### src/rtl/seq_pkg.sv
package seq_pkg;
    localparam int STEPS_MIN = 7;

    typedef struct packed {
        logic pc_out;
        logic pc_in;
        logic mar_in;
        logic rd_req;
        logic mdr_out;
        logic ir_in;
        logic y_in;
        logic sel_four;
        logic alu_add;
        logic z_in;
        logic z_out;
        logic gpr_out;
        logic gpr_in;
        logic off_out;
        logic wmfc;
        logic end_op;
    } ctl_t;

    typedef struct packed {
        logic is_add;
        logic is_br;
        logic is_brn;
        logic is_other;
    } ins_t;

    localparam logic [3:0] OPC_ADD = 4'd1;
    localparam logic [3:0] OPC_BR  = 4'd2;
    localparam logic [3:0] OPC_BRN = 4'd3;
endpackage

### src/rtl/seq_ins_dec.sv
module seq_ins_dec
    import seq_pkg::*;
#(
    parameter int IR_W   = 16,
    parameter int RIDX_W = 4
) (
    input  logic [IR_W-1:0]   ir,
    output ins_t              ins,
    output logic [RIDX_W-1:0] src_idx,
    output logic [RIDX_W-1:0] dst_idx
);
    localparam int OP_LSB  = IR_W - 4;
    localparam int SRC_LSB = OP_LSB - RIDX_W;
    localparam int DST_LSB = SRC_LSB - RIDX_W;

    logic [3:0] opc;

    always_comb begin
        opc          = ir[IR_W-1:OP_LSB];
        src_idx      = ir[SRC_LSB +: RIDX_W];
        dst_idx      = ir[DST_LSB +: RIDX_W];
        ins          = '0;
        ins.is_add   = (opc == OPC_ADD);
        ins.is_br    = (opc == OPC_BR);
        ins.is_brn   = (opc == OPC_BRN);
        ins.is_other = !(ins.is_add || ins.is_br || ins.is_brn);
    end
endmodule

### src/rtl/seq_step_ctr.sv
module seq_step_ctr
    import seq_pkg::*;
#(
    parameter int STEPS = 8
) (
    input  logic             clk,
    input  logic             rst_n,
    input  logic             run,
    input  logic             end_op,
    input  logic             wmfc,
    input  logic             mfc,
    output logic [STEPS-1:0] step
);
    localparam logic [STEPS-1:0] T1_LINE = {{(STEPS-1){1'b0}}, 1'b1};

    typedef struct packed {
        logic [STEPS-1:0] step;
    } ctr_t;

    ctr_t st_d, st_q;

    always_comb begin
        st_d = st_q;
        if (run) begin
            if (end_op) begin
                st_d.step = T1_LINE;
            end else if (wmfc && !mfc) begin
                st_d.step = st_q.step;
            end else begin
                st_d.step = {st_q.step[STEPS-2:0], st_q.step[STEPS-1]};
            end
        end
    end

    always_ff @(posedge clk) begin
        if (!rst_n) begin
            st_q.step <= T1_LINE;
        end else begin
            st_q <= st_d;
        end
    end

    assign step = st_q.step;

    a_r1_step_onehot: assert property (@(posedge clk) disable iff (!rst_n)
        $onehot(st_q.step));

    a_r10_end_restart: assert property (@(posedge clk) disable iff (!rst_n)
        (run && end_op) |=> (st_q.step == T1_LINE));

    a_r3_mfc_stall: assert property (@(posedge clk) disable iff (!rst_n)
        (run && wmfc && !mfc && !end_op) |=> $stable(st_q.step));

    a_r9_halt_hold: assert property (@(posedge clk) disable iff (!rst_n)
        (!run) |=> $stable(st_q.step));
endmodule

### src/rtl/seq_encoder.sv
module seq_encoder
    import seq_pkg::*;
#(
    parameter int STEPS  = 8,
    parameter int RIDX_W = 4
) (
    input  logic              clk,
    input  logic              rst_n,
    input  logic [STEPS-1:0]  step,
    input  ins_t              ins,
    input  logic              n_flag,
    input  logic              run,
    input  logic [RIDX_W-1:0] src_idx,
    input  logic [RIDX_W-1:0] dst_idx,
    output ctl_t              ctl,
    output logic [RIDX_W-1:0] out_sel,
    output logic [RIDX_W-1:0] in_sel
);
    logic t1, t2, t3, t4, t5, t6, t7;
    logic jump_go;

    always_comb begin
        t1 = step[0];
        t2 = step[1];
        t3 = step[2];
        t4 = step[3];
        t5 = step[4];
        t6 = step[5];
        t7 = step[6];
        jump_go = ins.is_br || (ins.is_brn && n_flag);

        ctl          = '0;
        ctl.pc_out   = t1;
        ctl.mar_in   = t1 || (t4 && ins.is_add);
        ctl.rd_req   = t1 || (t4 && ins.is_add);
        ctl.sel_four = t1;
        ctl.alu_add  = t1 || (t6 && ins.is_add) || (t4 && (ins.is_br || ins.is_brn));
        ctl.z_in     = t1 || (t6 && ins.is_add) || (t4 && (ins.is_br || ins.is_brn));
        ctl.z_out    = t2 || (t7 && ins.is_add) || (t5 && jump_go);
        ctl.pc_in    = t2 || (t5 && jump_go);
        ctl.y_in     = t2 || (t5 && ins.is_add);
        ctl.wmfc     = t2 || (t5 && ins.is_add);
        ctl.mdr_out  = t3 || (t6 && ins.is_add);
        ctl.ir_in    = t3;
        ctl.gpr_out  = (t4 || t5) && ins.is_add;
        ctl.gpr_in   = t7 && ins.is_add;
        ctl.off_out  = t4 && (ins.is_br || ins.is_brn);
        ctl.end_op   = (t7 && ins.is_add)
                     || (t5 && ins.is_br)
                     || (ins.is_brn && ((t5 && n_flag) || (t4 && !n_flag)))
                     || (t4 && ins.is_other);

        out_sel = '0;
        in_sel  = '0;
        if (ins.is_add && t4) out_sel = src_idx;
        if (ins.is_add && t5) out_sel = dst_idx;
        if (ins.is_add && t7) in_sel  = dst_idx;

        if (!run) begin
            ctl     = '0;
            out_sel = '0;
            in_sel  = '0;
        end
    end

    a_r8_single_driver: assert property (@(posedge clk) disable iff (!rst_n)
        $countones({ctl.pc_out, ctl.mdr_out, ctl.z_out, ctl.gpr_out, ctl.off_out}) <= 1);

    a_r8_z_split: assert property (@(posedge clk) disable iff (!rst_n)
        !(ctl.z_in && ctl.z_out));

    a_r9_quiet_halt: assert property (@(posedge clk) disable iff (!rst_n)
        (!run) |-> (ctl == '0 && out_sel == '0 && in_sel == '0));

    a_r3_wait_only_mem_slot: assert property (@(posedge clk) disable iff (!rst_n)
        ctl.wmfc |-> !ctl.end_op);
endmodule

### src/rtl/hw_seq_ctrl.sv
module hw_seq_ctrl
    import seq_pkg::*;
#(
    parameter int IR_W   = 16,
    parameter int RIDX_W = 4,
    parameter int STEPS  = 8
) (
    input  logic              clk,
    input  logic              rst_n,
    input  logic              run,
    input  logic              mfc,
    input  logic              n_flag,
    input  logic [IR_W-1:0]   ir,
    output logic              pc_out,
    output logic              pc_in,
    output logic              mar_in,
    output logic              rd_req,
    output logic              mdr_out,
    output logic              ir_in,
    output logic              y_in,
    output logic              sel_four,
    output logic              alu_add,
    output logic              z_in,
    output logic              z_out,
    output logic              gpr_out,
    output logic              gpr_in,
    output logic              off_out,
    output logic              wmfc,
    output logic              end_op,
    output logic [RIDX_W-1:0] gpr_out_sel,
    output logic [RIDX_W-1:0] gpr_in_sel,
    output logic [STEPS-1:0]  step
);
    ins_t              ins;
    ctl_t              ctl;
    logic [RIDX_W-1:0] src_idx;
    logic [RIDX_W-1:0] dst_idx;

    initial begin
        if (STEPS < STEPS_MIN) $error("STEPS too small for the add sequence");
        if (IR_W < 4 + 2 * RIDX_W) $error("IR_W too narrow for opcode and two indices");
    end

    seq_ins_dec #(.IR_W(IR_W), .RIDX_W(RIDX_W)) u_dec (
        .ir      (ir),
        .ins     (ins),
        .src_idx (src_idx),
        .dst_idx (dst_idx)
    );

    seq_step_ctr #(.STEPS(STEPS)) u_ctr (
        .clk    (clk),
        .rst_n  (rst_n),
        .run    (run),
        .end_op (ctl.end_op),
        .wmfc   (ctl.wmfc),
        .mfc    (mfc),
        .step   (step)
    );

    seq_encoder #(.STEPS(STEPS), .RIDX_W(RIDX_W)) u_enc (
        .clk     (clk),
        .rst_n   (rst_n),
        .step    (step),
        .ins     (ins),
        .n_flag  (n_flag),
        .run     (run),
        .src_idx (src_idx),
        .dst_idx (dst_idx),
        .ctl     (ctl),
        .out_sel (gpr_out_sel),
        .in_sel  (gpr_in_sel)
    );

    assign pc_out   = ctl.pc_out;
    assign pc_in    = ctl.pc_in;
    assign mar_in   = ctl.mar_in;
    assign rd_req   = ctl.rd_req;
    assign mdr_out  = ctl.mdr_out;
    assign ir_in    = ctl.ir_in;
    assign y_in     = ctl.y_in;
    assign sel_four = ctl.sel_four;
    assign alu_add  = ctl.alu_add;
    assign z_in     = ctl.z_in;
    assign z_out    = ctl.z_out;
    assign gpr_out  = ctl.gpr_out;
    assign gpr_in   = ctl.gpr_in;
    assign off_out  = ctl.off_out;
    assign wmfc     = ctl.wmfc;
    assign end_op   = ctl.end_op;
endmodule

### config.mk
export PLATFORM = sky130hd
export DESIGN_NAME = hw_seq_ctrl
export DESIGN_NICKNAME = d
export VERILOG_FILES = /design/src/rtl/seq_pkg.sv /design/src/rtl/seq_ins_dec.sv /design/src/rtl/seq_step_ctr.sv /design/src/rtl/seq_encoder.sv /design/src/rtl/hw_seq_ctrl.sv
export SDC_FILE = /design/constraint.sdc
export NUM_CORES = 1
export LEC_CHECK = 0
export CORE_MARGIN = 5
export CORE_UTILIZATION = 35
export DETAILED_ROUTE_END_ITERATION = 16
export PLACE_DENSITY = 0.85
export SLEW_MARGIN = 20
export SYNTH_ARGS = -nofsm -noshare
export SYNTH_HDL_FRONTEND = slang
export SYNTH_SLANG_ARGS = --single-unit
### constraint.sdc
create_clock -name clk -period 5.1 [get_ports clk]
set_clock_uncertainty 0.15 [all_clocks]
set_input_delay 1.275 -clock clk [delete_from_list [all_inputs] [get_ports clk]]
set_output_delay 1.275 -clock clk [all_outputs]
set_load 0.1 [all_outputs]
==> metrics.csv, run 1 <==
metric,value,unit
worst-skew pair later-pin latency,250,ps
initial antenna violation count,0,
final core utilization,0.769,
Initial Utilization,0.379,
vias in the first global route,791,
share of cells above drive strength 1,0.271,
Yosys cell types,34,
max reg flops,8,
DIE AREA,2890,um2
outcome,"complete, no violations",
"area leader, netlist",dfxtp_1,
setup bufs post-CTS,0,
CTS tree,built,
YS warnings,0,
"Min Clock Period, post-route",4560,ps
HP Class,reg -> reg,
worst slew pin tran,981,ps
Row Count,15,
clock share of power,0.203,
syn_area_per_cell,7.61,um2
VDD IR max,0.209,mV
Power Density,169,nW/um2
worst-path maximum fanout,7,
Top Ports,53,
WP buf/inv,2,
GRT Overall Usage,0.170,
final net count,156,
kind of critical path,in -> out,
Die H,53.7,um
hold-fix buffer count after cts,0,
CP Capture Type,output pin,
H-Tree Depth,1,
placed cells,155,
final setup vio count,0,
biggest cell delay along the critical path,540,ps
Port Buffers,48,
RePlAce Congestion,0.818,
die extent in x,53.7,um
CP Cell Sequence,"clkdlybuf4s50_1, nor3b_1, a32oi_1, a21boi_2, buf_12",
Pint,0.000131,W
MaxCap Viol Count,0,
Post-synth EDFFs,0,
"Slowest-stage cell, CP",clkdlybuf4s50_1,
CP startpoint kind,primary input,
HPWL after DPL,1970,um
CTS Buffer Depth,2,
Num CTS Buffers,3,
initial DRC count,12,
Finished Layout Cells,158,
"count leader, synth",nand2_1,
"Gates resized, CTS repair",0,
unrepaired setup endpoints after global routing,false,
synthesized instance count,88,
Leakage,0.542,nW
core region area,1760,um2
Final period util,0.894,
P_sw,0.0000987,W
Async SR Flop Fraction,0,
Switching Fraction,0.430,
CTS sink count,8,
# DRC,0,
number of synthesized register bits,8,
DRT Pass-1 Iters,4,
Max Clk Rate,219,MHz
Filler cells,142,
slew margin rel.,0.344,
Synthesized Nets,109,
post-synth top area share,0.239,
design area,1360,um2
synth cell count leaders,"nand2_1, dfxtp_1, and2_1",
Synth area leaders,"dfxtp_1, and2_1, nand2_1, a21oi_1, mux2i_1",
"Seq/Total Area, Yosys",0.239,
DR WL/cell,15.1,um
top cell family by delay on the critical path,buffers and inverters,
drt total wl,2380,um
first-pass GRT wire length,3570,um
P&R area growth vs syn,103,%
largest net degree at the start of global routing,17,
DP Area,1330,um2
Fin Setup TNS,0,ps
"Power, Total",0.000230,W
post-DR vias/cell,5.35,
# diodes,0,
Fin. Hold Viols,0,
Synth Flop Type,dfxtp_1,
logic gate share of total power,0.503,
biggest regs,u_ctr.step x8,
Mapped Area,669,um2
worst path arrival time,3130,ps
Slew Limit Fails,0,
CP required,3670,ps
Flop pwr share,0.293,
GRT overflow,0,
CTS root buf,clkbuf_4,
clock slew at reported path FFs,50,ps
most flop-heavy register,u_ctr.step,
via count,846,
antenna-violating nets left,0,
-- cells by family after synthesis --
kind of cell           after synthesis  synth area share
AOI/OAI and AO/OA                   22             0.250
buffers and inverters               11            0.0860
DFF                                  8             0.239
muxes                                4            0.0617
and+or+nand+nor                     43             0.363
-- stage by stage --
step                      setup slack, ps  hold slack [ps]
after CTS                             544              365
final                                 541              374
after global placement                605              338
after floorplan                      16.4              758
after detailed placement              557              355
after global routing                  323              404
-- cell usage in the layout (no fill, tap or decap), drive strengths merged --
master,Yosys,final
o21a,1,1
o21ai,2,2
inv,4,4
nor3,4,4
a32oi,1,1
and3,2,2
mux2,1,1
nand2,10,10
clkdlybuf4s50,0,24
buf,5,25
o32ai,2,2
and2,7,7
a211oi,2,2
nor3b,1,1
nor2b,4,4
dfxtp,8,8
or2,1,1
nor2,2,2
a21oi,6,6
nor4b,1,1
o41ai,1,1
a21boi,1,1
or3,1,1
o211ai,3,3
nand3,4,4
nand2b,4,4
mux2i,3,3
or4b,1,1
a41oi,1,1
a31oi,1,1
and3b,1,1
clkbuf,2,3
a22oi,1,1
-- area by class of cell --
type	count	area [um2]	area share
well taps	25	31.3	0.0231
multi-input cells	69	462	0.340
repair buffers	49	666	0.491
inverters	4	15.0	0.0111
flip-flops and latches	8	160	0.118
clock buffers	3	22.5	0.0166
-- power by group through the flow --
stage	combinational, W	sequential, W	clock [W]
5_1_grt	0.000120	0.0000678	0.0000522
4_1_cts	0.000116	0.0000674	0.0000477
2_1_floorplan	0.0000636	0.0000805	0
3_3_place_gp	0.000114	0.0000685	0
6_report	0.000116	0.0000674	0.0000467
3_5_place_dp	0.000116	0.0000686	0
-- tightest hold or removal path, stage by stage (launching register included) --
cell and delay (ps):
dfxtp_1 340, nand2_1 70, o32ai_1 70
-- final timing paths --
path            startpoint       endpoint  slack [ps]  cells past startpoint
max                 ir[13]         end_op         540                      5
min          u_ctr.step[5]  u_ctr.step[6]         370                      2
max reg2reg  u_ctr.step[4]  u_ctr.step[0]        3060                      4
min reg2reg  u_ctr.step[5]  u_ctr.step[6]         370                      2
-- routing by layer --
layer / vias up / track usage / wire length (um)
met3: 4 / 0.0471 / 245
li1: 406 / - / -
met1: 390 / 0.176 / 931
met5: - / 0 / 0
met2: 46 / 0.319 / 1170
met4: 0 / 0.0638 / 27
(Power assumes the default switching activity.)
==> inputs of run 2 (changes only) <==
--- a/config.mk
+++ b/config.mk
@@ -5,7 +5,6 @@
 export SDC_FILE = /design/constraint.sdc
 export NUM_CORES = 1
 export LEC_CHECK = 0
-export CORE_MARGIN = 5
 export CORE_UTILIZATION = 35
 export DETAILED_ROUTE_END_ITERATION = 16
 export PLACE_DENSITY = 0.85
==> metrics.csv, run 2 (synthesis gave the netlist of run 1 again) <==
metric,value,unit,change
final net count,156,,unchanged
R2R setup slack,3070,ps,about the same
final core utilization,0.769,,unchanged
slew margin rel.,0.342,,-0.00159
post-DR vias/cell,5.27,,-1.5%
die extent in x,45.7,um,-15%
worst slew pin tran,984,ps,+2.38 ps
GRT Overall Usage,0.216,,+0.0461
hold-fix buffer count after cts,0,,unchanged
Seq. cell area,160,um2,unchanged
Num CTS Buffers,3,,unchanged
VDD IR max,0.166,mV,-21%
CTS sink count,8,,unchanged
max layer used,met3,,
P&R area growth vs syn,103,%,unchanged
worst-skew pair later-pin latency,250,ps,about the same
antenna-violating nets left,0,,unchanged
Initial Utilization,0.379,,unchanged
Fin Setup TNS,0,ps,unchanged
"Min Clock Period, post-route",4550,ps,-5.82 ps
max reg flops,8,,unchanged
Filler cells,139,,-2.1%
Fin. Hold Viols,0,,unchanged
Max Clk Rate,220,MHz,+0.13%
initial antenna violation count,0,,unchanged
setup bufs post-CTS,0,,unchanged
Port Buffers,48,,unchanged
biggest regs,u_ctr.step x8,,
# DRC,0,,unchanged
via count,833,,-1.5%
"commonest non-fill, non-tap cell in the layout",clkdlybuf4s50_1,,
Leakage,0.542,nW,unchanged
clock slew at reported path FFs,50,ps,about the same
most frequent cells in the layout,"clkdlybuf4s50_1, buf_12, nand2_1, dfxtp_1, and2_1",,
met2 routed WL,1100,um,-6.3%
Final period util,0.893,,-0.00114
DR WL/cell,13.5,um,-10%
# diodes,0,,unchanged
worst path arrival time,3130,ps,about the same
Top Ports,53,,unchanged
kind of critical path,in -> out,,
GRT overflow,0,,unchanged
worst-path maximum fanout,7,,unchanged
MaxCap Viol Count,0,,unchanged
largest net degree at the start of global routing,17,,unchanged
HP Class,reg -> reg,,
final setup vio count,0,,unchanged
H-Tree Depth,1,,unchanged
vias in the first global route,771,,-2.5%
area of the multi-input gates,462,um2,unchanged
Slew Limit Fails,0,,unchanged
"Gates resized, CTS repair",0,,unchanged
Power Density,170,nW/um2,+0.31%
drt total wl,2130,um,-10%
Die H,45.7,um,-15%
share of cells above drive strength 1,0.271,,unchanged
HPWL after DPL,1730,um,-13%
core region area,1760,um2,unchanged
Routed met3 length,177,um,-28%
most flop-heavy register,u_ctr.step,,
CP required,3670,ps,about the same
outcome,"complete, no violations",,
Row Count,15,,unchanged
M1 WL,858,um,-7.8%
first-pass GRT wire length,3280,um,-8.1%
DIE AREA,2090,um2,-28%
CTS Buffer Depth,2,,unchanged
CP startpoint kind,primary input,,
DRT Pass-1 Iters,4,,unchanged
unrepaired setup endpoints after global routing,false,,
RePlAce Congestion,0.831,,+1.6%
CTS tree,built,,
CP Capture Type,output pin,,
initial DRC count,6,,-6
CTS root buf,clkbuf_4,,
## run 2: metal layers
layer,global-route usage,vias to the layer above
met5,0,-
met4,0.112,0
met1,0.234,385
met2,0.397,40
li1,-,408
met3,0.0357,0
## run 2: critical path: stages
cell	delay, ps
clkdlybuf4s50_1	540
nor3b_1	410
a32oi_1	250
a21boi_2	410
buf_12	230
## run 2: cell type report
type	count	share of cell area
Clock buffer	3	0.0166
Tap cell	25	0.0231
Multi-Input combinational cell	69	0.340
Sequential cell	8	0.118
Timing Repair Buffer	49	0.491
Inverter	4	0.0111
## run 2: stage by stage
| step | hold WS (ps) | instance area [um2] | total power, W | std cells | worst slack, ps |
|---|---|---|---|---|---|
| 2_1_floorplan | 758 | 679 | 0.000144 | 88 | 16.4 |
| 3_3_place_gp | 338 | 1330 | 0.000183 | 155 | 595 |
| 3_5_place_dp | 375 | 1330 | 0.000184 | 155 | 540 |
| 4_1_cts | 384 | 1360 | 0.000232 | 158 | 537 |
| 5_1_grt | 387 | 1360 | 0.000239 | 158 | 413 |
| 6_report | 387 | 1360 | 0.000230 | 158 | 547 |
## run 2: path summary, 6_finish.rpt
path	cells after the start	start	endpoint
setup / recovery	5	ir[13]	end_op
hold / removal	2	u_ctr.step[5]	u_ctr.step[6]
setup reg to reg	4	u_ctr.step[4]	u_ctr.step[0]
hold reg to reg	2	u_ctr.step[5]	u_ctr.step[6]
## run 2: where the power goes
part           switching (W)   total, W  leakage [nW]  internal (W)
clock network      0.0000208  0.0000477        0.0138     0.0000269
logic              0.0000756   0.000115         0.464     0.0000397
registers         0.00000295  0.0000673        0.0651     0.0000644
total              0.0000994   0.000230         0.542      0.000131
==> inputs of run 3 (changes only) <==
--- a/config.mk
+++ b/config.mk
@@ -5,9 +5,10 @@
 export SDC_FILE = /design/constraint.sdc
 export NUM_CORES = 1
 export LEC_CHECK = 0
-export CORE_UTILIZATION = 35
+export CORE_UTILIZATION = 36
+export CTS_BUF_LIST = sky130_fd_sc_hd__clkbuf_2
 export DETAILED_ROUTE_END_ITERATION = 16
-export PLACE_DENSITY = 0.85
+export PLACE_DENSITY = 0.87
 export SLEW_MARGIN = 20
 export SYNTH_ARGS = -nofsm -noshare
 export SYNTH_HDL_FRONTEND = slang
==> metrics.csv, run 3 (synthesis gave the netlist of run 1 again) <==
metric,value,unit,change
outcome,"complete, no violations",,
most flop-heavy register,u_ctr.step,,
CTS root buf,clkbuf_2,,
setup bufs post-CTS,0,,unchanged
crit path launch,ir[13],,
area of the multi-input gates,462,um2,unchanged
first-pass GRT wire length,3530,um,+7.8%
"Power, Total",0.000220,W,-4.7%
"Slowest-stage cell, CP",clkdlybuf4s50_1,,
CP Cell Sequence,"clkdlybuf4s50_1, nor3b_1, a32oi_1, a21boi_2, buf_12",,
met1 Use GR,0.262,,+0.0278
worst slew pin tran,973,ps,-10.8 ps
CTS Buffer Depth,2,,unchanged
core region area,1730,um2,-2.1%
MaxCap Viol Count,0,,unchanged
biggest regs,u_ctr.step x8,,
HPWL after DPL,1830,um,+6.0%
final core utilization,0.781,,+0.0124
final setup vio count,0,,unchanged
R2R setup slack,3020,ps,-50 ps
unrepaired setup endpoints after global routing,false,,
Row Count,15,,unchanged
"Gates resized, CTS repair",0,,unchanged
VDD IR max,0.152,mV,-8.4%
grt met2 use,0.449,,+0.0521
Final period util,0.892,,about the same
Port Buffers,48,,unchanged
die extent in x,45.1,um,-1.3%
final net count,156,,unchanged
Filler cells,125,,-10%
Fin Setup TNS,0,ps,unchanged
GRT Overall Usage,0.234,,+0.0182
CTS tree,built,,
reg-to-reg endpoint,u_ctr.step[0],,
Worst Reg-to-Reg Cells,4,,unchanged
worst-skew pair later-pin latency,240,ps,about the same
P&R area growth vs syn,101,%,
Initial Utilization,0.388,,+0.00825
most frequent cells in the layout,"clkdlybuf4s50_1, buf_12, nand2_1, dfxtp_1, and2_1",,
# diodes,0,,unchanged
CP startpoint kind,primary input,,
"commonest non-fill, non-tap cell in the layout",clkdlybuf4s50_1,,
Seq. cell area,160,um2,unchanged
largest net degree at the start of global routing,17,,unchanged
worst-path maximum fanout,7,,unchanged
GR Layer Usage met3,0.0320,,-0.00371
H-Tree Depth,1,,unchanged
kind of critical path,in -> out,,
gr busiest metal,met2,,
RePlAce Congestion,0.806,,-3.0%
antenna-violating nets left,0,,unchanged
CTS sink count,8,,unchanged
max reg flops,8,,unchanged
Power Density,163,nW/um2,-4.1%
Die H,45.1,um,-1.3%
Top Ports,53,,unchanged
Num CTS Buffers,3,,unchanged
hold path endpoint,u_ctr.step[6],,
worst path arrival time,3130,ps,about the same
DIE AREA,2040,um2,-2.7%
biggest cell delay along the critical path,530,ps,about the same
Fin. Hold Viols,0,,unchanged
Worst Hold Launch,u_ctr.step[6],,
share of cells above drive strength 1,0.271,,unchanged
HP Class,reg -> reg,,
Max Clk Rate,220,MHz,about the same
Hold Path Cell Cnt,2,,unchanged
CP Capture Type,output pin,,
"Min Clock Period, post-route",4550,ps,-3.05 ps
post-route worst setup slack,550,ps,+3.05 ps
slew margin rel.,0.349,,+0.00720
Slew Limit Fails,0,,unchanged
Leakage,0.541,nW,-0.25%
vias in the first global route,751,,-2.6%
Setup WS pre-CTS,579,ps,+39.4 ps
worst reg2reg startpoint,u_ctr.step[4],,
via count,848,,+1.8%
hold-fix buffer count after cts,0,,unchanged
clock slew at reported path FFs,80,ps,+30 ps
GRT overflow,0,,unchanged
# DRC,0,,unchanged
CP required,3670,ps,about the same
DRT Pass-1 Iters,4,,unchanged
initial antenna violation count,0,,unchanged
drt total wl,2250,um,+5.5%
initial DRC count,9,,+3
post-DR vias/cell,5.37,,+1.8%
DR WL/cell,14.2,um,+5.5%
-- run 3: cell counts in the layout (fill, tap and decap cells not counted) --
No cell type changed its count.
-- run 3: layer usage --
metal / vias to the layer above / share of wire
li1: 409 / -
met1: 389 / 0.40
met2: 48 / 0.51
met3: 2 / 0.076
met4: 0 / 0.0049
met5: - / 0
-- run 3: final cells by class --
type                            instances  share of cell area
Timing Repair Buffer                   49               0.494
Multi-Input combinational cell         69               0.342
Sequential cell                         8               0.119
Tap cell                               25              0.0232
Clock buffer                            3              0.0111
Inverter                                4              0.0111
-- run 3: how the worst max path moves through the flow --
stage               endpoint  slack [ps]  cells past startpoint
2_1_floorplan  gpr_in_sel[0]          20                      4
3_3_place_gp          end_op         600                      5
3_5_place_dp          end_op         580                      5
4_1_cts               end_op         560                      5
5_1_grt               end_op         420                      5
6_report              end_op         550                      5
-- run 3: report_power, final --
group | leakage (nW) | internal (W) | switching (W)
combinational | 0.464 | 0.0000397 | 0.0000756
clock | 0.0125 | 0.0000160 | 0.0000210
sequential | 0.0651 | 0.0000642 | 0.00000303
total | 0.541 | 0.000120 | 0.0000996
-- run 3: stage by stage --
step                      area [um2]  std cells  hold WS [ps]
after floorplan                  679         88           758
after global placement          1330        155           333
after detailed placement        1330        155           352
after CTS                       1350        158           365
after global routing            1350        158           412
final                           1350        158           372
-- run 3: critical path: cells and delay by family --
| kind | cells | cell delay (ps) |
|---|---|---|
| AO/OA/AOI/OAI | 2 | 670 |
| buffers and inverters | 2 | 760 |
| AND/OR/NAND/NOR | 1 | 420 |
